===== config.mk =====
export PLATFORM = sky130hd
export DESIGN_NAME = idle_phase_seq
export DESIGN_NICKNAME = d
export VERILOG_FILES = /design/src/rtl/idle_seq_pkg.sv /design/src/rtl/idle_tick_div.sv /design/src/rtl/idle_state_table.sv /design/src/rtl/idle_phase_ctrl.sv /design/src/rtl/idle_wake_est.sv /design/src/rtl/idle_phase_seq.sv
export SDC_FILE = /design/constraint.sdc
export NUM_CORES = 1
export LEC_CHECK = 0
export CAP_MARGIN = 20
export CORE_UTILIZATION = 45
export DETAILED_ROUTE_END_ITERATION = 7
export PLACE_DENSITY_LB_ADDON = 0.3
export SLEW_MARGIN = 20
export SYNTH_ARGS = -nofsm -noshare
export SYNTH_HDL_FRONTEND = slang
export SYNTH_HIERARCHICAL = 1
export SYNTH_SLANG_ARGS = --single-unit

===== constraint.sdc =====
create_clock -name clk -period 6.6 [get_ports clk]
set_input_delay 0.99 -clock clk [delete_from_list [all_inputs] [get_ports clk]]
set_output_delay 0.99 -clock clk [all_outputs]
set_load 0.02 [all_outputs]

===== src/rtl/idle_seq_pkg.sv =====
// Shared types for the idle phase sequencer.
// Assumes: phase codes are observed at the top-level ports, so their values are fixed.
package idle_seq_pkg;

    typedef enum logic [2:0] {
        PH_EXEC  = 3'd0,
        PH_PREP  = 3'd1,
        PH_ENTRY = 3'd2,
        PH_IDLE  = 3'd3,
        PH_EXIT  = 3'd4
    } phase_e;

    // True for the phases where the hardware can no longer back out.
    function automatic logic is_committed(phase_e p);
        return (p == PH_ENTRY) || (p == PH_IDLE) || (p == PH_EXIT);
    endfunction

endpackage


===== src/rtl/idle_tick_div.sv =====
// Microsecond tick prescaler.
// Produces a one-cycle pulse every DIV clock cycles, with DIV = CLK_FREQ_HZ / TICK_HZ
// (at least 1). The restart input resets the count, so a new phase always sees its
// first tick exactly DIV cycles after it begins.
// Assumes: CLK_FREQ_HZ is an integer multiple of TICK_HZ.
module idle_tick_div #(
    parameter int CLK_FREQ_HZ = 200_000_000,
    parameter int TICK_HZ     = 1_000_000
) (
    input  logic clk,
    input  logic rst_n,
    input  logic restart,
    output logic tick
);
    localparam int DIV_RAW = CLK_FREQ_HZ / TICK_HZ;
    localparam int DIV     = (DIV_RAW < 1) ? 1 : DIV_RAW;
    localparam int CW      = (DIV > 1) ? $clog2(DIV) : 1;

    logic [CW-1:0] cnt_q;

    // Tick is raised during the last cycle of each DIV-cycle window.
    assign tick = (cnt_q == CW'(DIV - 1));

    // Count cycles within the current window; clear on restart or on wrap.
    always_ff @(posedge clk) begin
        if (!rst_n) begin
            cnt_q <= '0;
        end else if (restart || tick) begin
            cnt_q <= '0;
        end else begin
            cnt_q <= cnt_q + 1'b1;
        end
    end
endmodule


===== src/rtl/idle_state_table.sv =====
// Descriptor selector.
// Unpacks the flat per-state vectors and returns the descriptor of the indexed
// state. An index beyond N_STATES returns an all-zero descriptor.
// Assumes: slice k of each flat vector belongs to state k.
module idle_state_table #(
    parameter int N_STATES = 4,
    parameter int DUR_W    = 12,
    parameter int SEL_W    = 2
) (
    input  logic [N_STATES*DUR_W-1:0] entry_flat,
    input  logic [N_STATES*DUR_W-1:0] exit_flat,
    input  logic [N_STATES-1:0]       prep_bits,
    input  logic [N_STATES-1:0]       loss_bits,
    input  logic [SEL_W-1:0]          sel,
    output logic [DUR_W-1:0]          sel_entry,
    output logic [DUR_W-1:0]          sel_exit,
    output logic                      sel_prep,
    output logic                      sel_loss
);
    logic [DUR_W-1:0] entry_arr [N_STATES];
    logic [DUR_W-1:0] exit_arr  [N_STATES];

    for (genvar k = 0; k < N_STATES; k++) begin : g_unpack
        assign entry_arr[k] = entry_flat[k*DUR_W +: DUR_W];
        assign exit_arr[k]  = exit_flat[k*DUR_W +: DUR_W];
    end

    // Pick the selected state's fields, or zeros for an index beyond the table.
    always_comb begin
        sel_entry = '0;
        sel_exit  = '0;
        sel_prep  = 1'b0;
        sel_loss  = 1'b0;
        if (int'(sel) < N_STATES) begin
            sel_entry = entry_arr[sel];
            sel_exit  = exit_arr[sel];
            sel_prep  = prep_bits[sel];
            sel_loss  = loss_bits[sel];
        end
    end
endmodule


===== src/rtl/idle_phase_ctrl.sv =====
// Phase state machine with its microsecond down-counter.
// Moves EXEC -> [PREP] -> ENTRY -> IDLE -> EXIT -> EXEC.
// - PREP can be abandoned by a wake-up; ENTRY cannot.
// - A wake-up seen during ENTRY is held and ends IDLE after one cycle.
// - The descriptor is captured when the request is accepted.
// Assumes: tick comes from a prescaler that restarts whenever restart is high.
module idle_phase_ctrl
    import idle_seq_pkg::*;
#(
    parameter int DUR_W = 12
) (
    input  logic             clk,
    input  logic             rst_n,
    input  logic             tick,
    input  logic             idle_req,
    input  logic             wake,
    input  logic             prep_done,
    input  logic [DUR_W-1:0] sel_entry,
    input  logic [DUR_W-1:0] sel_exit,
    input  logic             sel_prep,
    input  logic             sel_loss,
    output phase_e           phase_q,
    output logic             restart,
    output logic [DUR_W-1:0] rem_q,
    output logic [DUR_W-1:0] entry_q,
    output logic [DUR_W-1:0] exit_q,
    output logic             loss_q,
    output logic             rejected_q
);
    phase_e phase_d;
    logic   pend_q;
    logic   rem_done;

    // A timed phase ends on a zero count or on the tick that consumes the last microsecond.
    assign rem_done = (rem_q == '0) || (tick && (rem_q == DUR_W'(1)));

    // Next-phase decision.
    always_comb begin
        phase_d = phase_q;
        case (phase_q)
            PH_EXEC:  if (idle_req) phase_d = sel_prep ? PH_PREP : PH_ENTRY;
            PH_PREP:  if (wake) phase_d = PH_EXEC;
                      else if (prep_done) phase_d = PH_ENTRY;
            PH_ENTRY: if (rem_done) phase_d = PH_IDLE;
            PH_IDLE:  if (wake || pend_q) phase_d = PH_EXIT;
            PH_EXIT:  if (rem_done) phase_d = PH_EXEC;
            default:  phase_d = PH_EXEC;
        endcase
    end

    assign restart = (phase_d != phase_q);

    // Phase register.
    always_ff @(posedge clk) begin
        if (!rst_n) phase_q <= PH_EXEC;
        else        phase_q <= phase_d;
    end

    // Capture the selected descriptor when a request is accepted.
    always_ff @(posedge clk) begin
        if (!rst_n) begin
            entry_q <= '0;
            exit_q  <= '0;
            loss_q  <= 1'b0;
        end else if (phase_q == PH_EXEC && idle_req) begin
            entry_q <= sel_entry;
            exit_q  <= sel_exit;
            loss_q  <= sel_loss;
        end
    end

    // Remaining microseconds of the current timed phase.
    always_ff @(posedge clk) begin
        if (!rst_n) begin
            rem_q <= '0;
        end else if (phase_d == PH_ENTRY && phase_q != PH_ENTRY) begin
            rem_q <= (phase_q == PH_EXEC) ? sel_entry : entry_q;
        end else if (phase_d == PH_EXIT && phase_q != PH_EXIT) begin
            rem_q <= exit_q;
        end else if ((phase_q == PH_ENTRY || phase_q == PH_EXIT) && tick && rem_q != '0) begin
            rem_q <= rem_q - 1'b1;
        end
    end

    // Hold a wake-up that arrives while the core is committed to entry.
    always_ff @(posedge clk) begin
        if (!rst_n)                  pend_q <= 1'b0;
        else if (phase_d == PH_EXIT) pend_q <= 1'b0;
        else if (phase_q == PH_ENTRY && wake) pend_q <= 1'b1;
    end

    // Flag a request that arrives while a sequence is already running.
    always_ff @(posedge clk) begin
        if (!rst_n) rejected_q <= 1'b0;
        else        rejected_q <= idle_req && (phase_q != PH_EXEC);
    end
endmodule


===== src/rtl/idle_wake_est.sv =====
// Live wake-up delay estimate in microseconds: exit time, plus whatever part of the
// entry time has not yet run out.
// Assumes: rem is the down-counter of the running timed phase; entry and exit are the
// captured descriptor values.
module idle_wake_est
    import idle_seq_pkg::*;
#(
    parameter int DUR_W = 12
) (
    input  phase_e           phase,
    input  logic [DUR_W-1:0] rem,
    input  logic [DUR_W-1:0] entry_dur,
    input  logic [DUR_W-1:0] exit_dur,
    output logic [DUR_W:0]   delay
);
    // Per-phase delay formula; the extra bit keeps the sum from overflowing.
    always_comb begin
        case (phase)
            PH_PREP:  delay = {1'b0, entry_dur} + {1'b0, exit_dur};
            PH_ENTRY: delay = {1'b0, exit_dur} + {1'b0, rem};
            PH_IDLE:  delay = {1'b0, exit_dur};
            PH_EXIT:  delay = {1'b0, rem};
            default:  delay = '0;
        endcase
    end
endmodule


===== src/rtl/idle_phase_seq.sv =====
// Top level of the per-core idle phase sequencer.
// Ties together the descriptor selector, the microsecond prescaler, the phase
// controller and the wake-delay estimator.
// Assumes: one instance per core; wake and prep_done are synchronous to clk.
module idle_phase_seq
    import idle_seq_pkg::*;
#(
    parameter int N_STATES    = 4,
    parameter int DUR_W       = 12,
    parameter int CLK_FREQ_HZ = 200_000_000,
    localparam int SEL_W      = (N_STATES > 1) ? $clog2(N_STATES) : 1,
    localparam int DLY_W      = DUR_W + 1
) (
    input  logic                      clk,
    input  logic                      rst_n,
    input  logic                      idle_req,
    input  logic [SEL_W-1:0]          idle_sel,
    input  logic                      wake,
    input  logic                      prep_done,
    input  logic [N_STATES*DUR_W-1:0] entry_us_tbl,
    input  logic [N_STATES*DUR_W-1:0] exit_us_tbl,
    input  logic [N_STATES-1:0]       prep_en_tbl,
    input  logic [N_STATES-1:0]       timer_loss_tbl,
    output logic [2:0]                phase,
    output logic                      committed,
    output logic                      timer_lost,
    output logic [DLY_W-1:0]          wake_delay,
    output logic                      req_rejected
);
    logic [DUR_W-1:0] sel_entry, sel_exit;
    logic             sel_prep, sel_loss;
    logic             tick, restart;
    phase_e           ph;
    logic [DUR_W-1:0] rem, entry_q, exit_q;
    logic             loss_q;

    idle_state_table #(
        .N_STATES(N_STATES), .DUR_W(DUR_W), .SEL_W(SEL_W)
    ) u_table (
        .entry_flat(entry_us_tbl),
        .exit_flat (exit_us_tbl),
        .prep_bits (prep_en_tbl),
        .loss_bits (timer_loss_tbl),
        .sel       (idle_sel),
        .sel_entry (sel_entry),
        .sel_exit  (sel_exit),
        .sel_prep  (sel_prep),
        .sel_loss  (sel_loss)
    );

    idle_tick_div #(
        .CLK_FREQ_HZ(CLK_FREQ_HZ), .TICK_HZ(1_000_000)
    ) u_tick (
        .clk    (clk),
        .rst_n  (rst_n),
        .restart(restart),
        .tick   (tick)
    );

    idle_phase_ctrl #(
        .DUR_W(DUR_W)
    ) u_ctrl (
        .clk       (clk),
        .rst_n     (rst_n),
        .tick      (tick),
        .idle_req  (idle_req),
        .wake      (wake),
        .prep_done (prep_done),
        .sel_entry (sel_entry),
        .sel_exit  (sel_exit),
        .sel_prep  (sel_prep),
        .sel_loss  (sel_loss),
        .phase_q   (ph),
        .restart   (restart),
        .rem_q     (rem),
        .entry_q   (entry_q),
        .exit_q    (exit_q),
        .loss_q    (loss_q),
        .rejected_q(req_rejected)
    );

    idle_wake_est #(
        .DUR_W(DUR_W)
    ) u_est (
        .phase    (ph),
        .rem      (rem),
        .entry_dur(entry_q),
        .exit_dur (exit_q),
        .delay    (wake_delay)
    );

    assign phase      = ph;
    assign committed  = is_committed(ph);
    assign timer_lost = loss_q && (ph != PH_EXEC);
endmodule


**Word level (Yosys, flattened, before mapping)**

Index checks and enable logic that the tools add are counted.

- $add $sub $neg: 4
- Muxes and demuxes: 23
- Bitwise gates (word level): 2
- Order comparisons: 2
- Equal/unequal tests: 11
- Reduce and logical (&&, ||, !) cells: 22

Operators by type and width:

| cell | number |
|---|---|
| $mux W12 | 8 |
| $pmux W13 S4 | 1 |
| $bmux W12 S2 | 2 |
| $add A12 B12 Y13 | 2 |
| $mux W3 | 6 |
| $pmux W3 S5 | 1 |
| $eq A12 B1 Y1 const B | 1 |
| $logic_not A12 Y1 | 1 |
| $reduce_bool A12 Y1 | 1 |
| $sub A12 B1 Y12 const B | 1 |
| $eq A3 B2 Y1 const B | 3 |
| $logic_and A1 B1 Y1 | 9 |
| $add A8 B1 Y8 const B | 1 |
| $eq A8 B8 Y1 const B | 1 |
| $eq A3 B3 Y1 const B | 2 |
| $logic_or A1 B1 Y1 | 6 |
| $reduce_bool A3 Y1 | 2 |
| $bmux W1 S2 | 2 |
| $reduce_or A2 Y1 | 2 |
| $eq A3 B1 Y1 const B | 1 |
| $ge A3 B3 Y1 const B | 1 |
| $logic_not A3 Y1 | 1 |
| $lt A2 B3 Y1 const B | 1 |
| $ne A3 B2 Y1 const B | 1 |
| other kinds (6) | 7 |

- Word-level logic and storage cells: 72
- Input bits: 111
- Output and inout bits: 19
- Flip-flop bits (word level): 50

**Logic depth before layout (Yosys ltp)**

- Word-level depth: 9
- Gate-level depth with buffers: 13
- Depth with buffers taken out: 11

**Cells and area by module**

The synthesis kept the hierarchy.

By module, submodules not included:

| module | sequential area each (µm²) | times used | area an instance (µm²) | cells each |
|---|---|---|---|---|
| idle_phase_ctrl | 840.8 | 1 | 2308.5 | 286 |
| idle_wake_est | 0.0 | 1 | 1027.2 | 141 |
| idle_state_table | 0.0 | 1 | 674.4 | 32 |
| idle_tick_div | 160.2 | 1 | 354.1 | 38 |
| idle_phase_seq | 0.0 | 1 | 25.0 | 3 |

**Worst setup path before layout**

OpenSTA, ideal clock, no wires.

- Path type: reg-to-output
- Start point: register u_ctrl.phase_q[1]
- End point: output wake_delay[10]
- Cell stages (with the launch flop): 14
- Required time: 5610 ps
- Arrival: 3285 ps
- Path slack: 2325 ps
- Buffers on the path: 2
- Path through: dfxtp_1 -> nor2b_1 -> and2_1 -> buf_2 -> buf_4 -> mux2_2 -> ha_1 -> fa_1 -> a21o_1 -> nand4_1 -> nand2_1 -> a21oi_1 -> xnor2_1 -> o21ai_0

- Longest elaborated chain between the ends: 2
- Elaborated cells on any way between the ends: 5
- Classes of those cells: eq/ne: 4; mux: 1

Ends and longest elaborated chain:

| item | line | RTL |
|---|---|---|
| from (decl) | idle_phase_ctrl.sv:22 | `output phase_e phase_q,` |
| from (signal assigned) | idle_phase_ctrl.sv:56 | `else phase_q <= phase_d;` |
| $eq A3 B3 Y1 (tied with other cells) | idle_wake_est.sv:18 | `case (phase)` |
| $pmux W13 S4 * | idle_wake_est.sv:18 |  |
| to (decl) | idle_phase_seq.sv:27 | `output logic [DLY_W-1:0] wake_delay,` |

Every way passes the cells marked *; elsewhere a longest branch is shown, timed or not.

**Worst setup path in the final report**

- Start point: register u_ctrl.phase_q[1]
- End point: output wake_delay[6]

The elaborated chain is that of the path after synthesis.

==> impl_results.md <==
* Slowest cell delay on critical path at 0.61 ns
* CTS Buffer Depth at 2
* Routed Wire Length at roughly 12,000 um
* FF+latch area at about 0.001 mm^2
* Gr usage total at about a quarter
* Final core utilization at 62.0%
* Area of the multi-input gates at 0.00316 mm^2
* Post-CTS Setup Inserts at 0
* R2R Setup Slk at 4.25 ns
* Post-synth top area cell: dfxtp_1
* Sink Count at 50
* Cell area after synthesis at 0.00439 mm^2
* Seq cells post-synth at 50
* Overflow after GRT at 0
* GRT busiest layer: met2
* DRC viols at 0
* Fin. Hold Viols at 0
* Syn Area/Cell at approximately 9 um^2
* Final nets at between 700 and 800
* Tmin final at 5.45 ns
* CTS Buf Count at 5
* Fill cells at approximately 790
* Layout area overhead at 31.8%
* Yosys warns at 6
* Yosys cell types at 70
* Seq/Total Area, Yosys at 22.8%
* Slew HR at 46.5%
* Fin worst setup slack at 1.15 ns
* Row cnt at 35
* Chip width at approximately 100 um
* Pin count of the biggest net entering global routing at 48
* Die height at 101 um
* Via Count at ~4,400
* Core box area at 0.00933 mm^2
* Crit path max-delay cell type: and2_1
* Main area contributors after synthesis: dfxtp_1 23%, mux4_2 10%, nand2_1 6.7%
* # setup viols final at 0
* Slew of the pin with the lowest slew margin at 0.800 ns
* Antenna cell count at 0
* Final HPWL DP at about 9900 um
* DR iter-0 viols at 453
* GR Util met2 at a little over two fifths
* Global-route wire length before repair at approximately 20,000 um
* Final-report max-slew violation count at 0
* # port buffers at 129
* DP Cell Count at 732
* FFs w/ async S/R, synth at 0%
* Die area at 0.0102 mm^2
* Met1 usage at between 30% and 40%
* Peak supply drop at 0.0000953 V
* Io pins at between 100 and 150
* P_leak at about 2.2 nW
* CTS Hold Bufs at 0
* Wire per inst at approximately 17 um
* Antenna-violating nets left at 0
* Startpoint Class: flip-flop
* Met3 Use GR at 1.73%
* RSZ-0062 raised after global routing: no
* Final period utilization at roughly 83%
* Sum of negative setup slack at 0 ns
* Critical path, cell by cell: buf_4 > nor2b_1 > and2_1 > mux2_2 > ha_1 > fa_1 > a21o_1 > nand4_1 > nand2_1 > xor2_1 > mux2_2 > a21o_1 > clkdlybuf4s50_1
* Fmax at approximately 0.18 GHz
* PwrDens at around 170 mW/mm^2
* Hold depth at 1
* Initial antenna violation count at 0
* TritonRoute pass-1 iters at 5
* Critical path class: flip-flop to output port
* Status: finished, final reports clean
* Top post-synthesis cells by count: 78 x nand2_1, 50 x dfxtp_1, 28 x a21boi_0, 28 x nor2_1
* Count leader, synth: nand2_1
* Critical path arrival at between 4 and 5 ns
* CTS tree: done
* Cells after Synth at 500
* Vias per inst at roughly 5.9
* Yosys top cell area share at between 20% and 30%
* Pwr Total at between 1 and 1.5 mW
* CP Data Required Time at roughly 5.6 ns
* Clock latency on the worst-skew pair at about 0.30 ns
* Count of non-filler cells in the finished layout at 740
* # Max-Cap Violations at 0
* Ys flop type: dfxtp_1
* RD Place Congestion at roughly 0.92
* Class of the worst hold path: flip-flop to flip-flop
* Post-synth EDFFs at 0
* Vias in the first global route at just over 4,000
* Layout cell share with drive strength beyond 1 at about an eighth
* Final Skew at about 0.0052 ns
* H-tree depth at 2
* FF-to-FF path depth at 6
* Initial Util at between 40% and 50%
* Dpl ws at about 1.5 ns
* Syn Nets at 627
* CTS Root Cell: clkbuf_8
* PostCTS Resize Cnt at 0
* Top fanout value on the critical path at 36
* Clock-pin slew on the worst setup and hold paths at 0.09 ns
* Worst Setup End Kind: output port
power by group:
group	total, mW	switching [mW]	internal, mW
Combinational	0.449	0.217	0.232
Sequential	0.375	0.0445	0.330
Clock	0.185	0.0997	0.0848
critical path: cells and delay by family (launching register included):
family | cells | cell delay [ns]
AND/OR/NAND/NOR | 4 | 1.10
multiplexers | 2 | 0.68
flip-flops | 1 | 0.32
buffers and inverters | 2 | 0.86
adder cells (fa/ha/maj) | 2 | 0.64
AO/OA/AOI/OAI | 2 | 0.38
XOR/XNOR | 1 | 0.17
worst paths after layout:
| path | start | endpoint |
|---|---|---|
| setup / recovery | u_ctrl/phase_q[1] | wake_delay[6] |
| hold / removal | u_tick/cnt_q[0] | u_tick/cnt_q[0] |
| setup reg to reg | u_ctrl/phase_q[0] | u_ctrl/rem_q[1] |
| hold reg to reg | u_tick/cnt_q[0] | u_tick/cnt_q[0] |
sequential cells by signal, summed over array words and instances, names as in the netlist:
name               cells
u_ctrl/phase_q         3
u_ctrl/entry_q        12
u_ctrl/pend_q          1
u_ctrl/loss_q          1
u_tick/cnt_q           8
u_ctrl/rem_q          12
u_ctrl/rejected_q      1
u_ctrl/exit_q         12
per-stage QoR:
stage | hold slack, ns | instance area [um^2]
after floorplan | 0.429 | 4390
after global placement | 0.442 | 5690
after detailed placement | 0.464 | 5690
after CTS | 0.484 | 5780
after global routing | 0.510 | 5780
final | 0.481 | 5780
layer usage:
metal	up-vias	wire, um
li1	2106	-
met1	2035	5530
met5	-	0
met4	0	121
met3	12	1010
met2	205	5850
area by class of cell:
cell class | instances | area share, %
inverter | 11 | 0.714
clock buffer | 7 | 1.49
multi-input combinational | 408 | 54.7
tap | 129 | 2.79
timing repair buffer | 134 | 22.9
sequential | 50 | 17.3
clock inverter | 1 | 0.0865
layout by cell type, fill, tap and decap left out, types with 3 or more instances in the layout:
| cell type | instances |
|---|---|
| a221oi_1 | 3 |
| and2_1 | 4 |
| mux2i_1 | 7 |
| nor3_1 | 7 |
| a32oi_1 | 6 |
| and3_1 | 5 |
| nor4_1 | 5 |
| o21ai_0 | 22 |
| a21oi_2 | 4 |
| a211o_1 | 5 |
| buf_4 | 5 |
| xnor2_1 | 7 |
| nor2b_1 | 7 |
| a21o_1 | 5 |
| dfxtp_1 | 50 |
| a21oi_1 | 24 |
| nor2_1 | 28 |
| clkdlybuf4s50_1 | 128 |
| inv_1 | 11 |
| nand2_1 | 78 |
| nand4_1 | 5 |
| o21a_1 | 3 |
| a21boi_0 | 28 |
| mux2_2 | 24 |
| clkbuf_8 | 6 |
| mux4_2 | 20 |
| o211ai_1 | 4 |
| a31oi_1 | 11 |
| nand2b_1 | 6 |
| nand3_1 | 12 |
| xor2_1 | 7 |
| or3_1 | 4 |
| mux4_1 | 6 |
| ha_1 | 15 |
logic make-up (layout without fill, tap and decap cells):
kind of cell | Yosys count | count (layout) | synth area share, %
AND/OR/NAND/NOR | 183 | 183 | 20.7
AO/OA/AOI/OAI | 138 | 138 | 22.1
multiplexers | 57 | 57 | 21.6
flip-flops | 50 | 50 | 22.8
buffers and inverters | 42 | 153 | 5.22
adder cells (fa/ha/maj) | 16 | 16 | 4.73
XOR/XNOR | 14 | 14 | 2.79
Note: power is estimated with default switching activity, not from simulation.
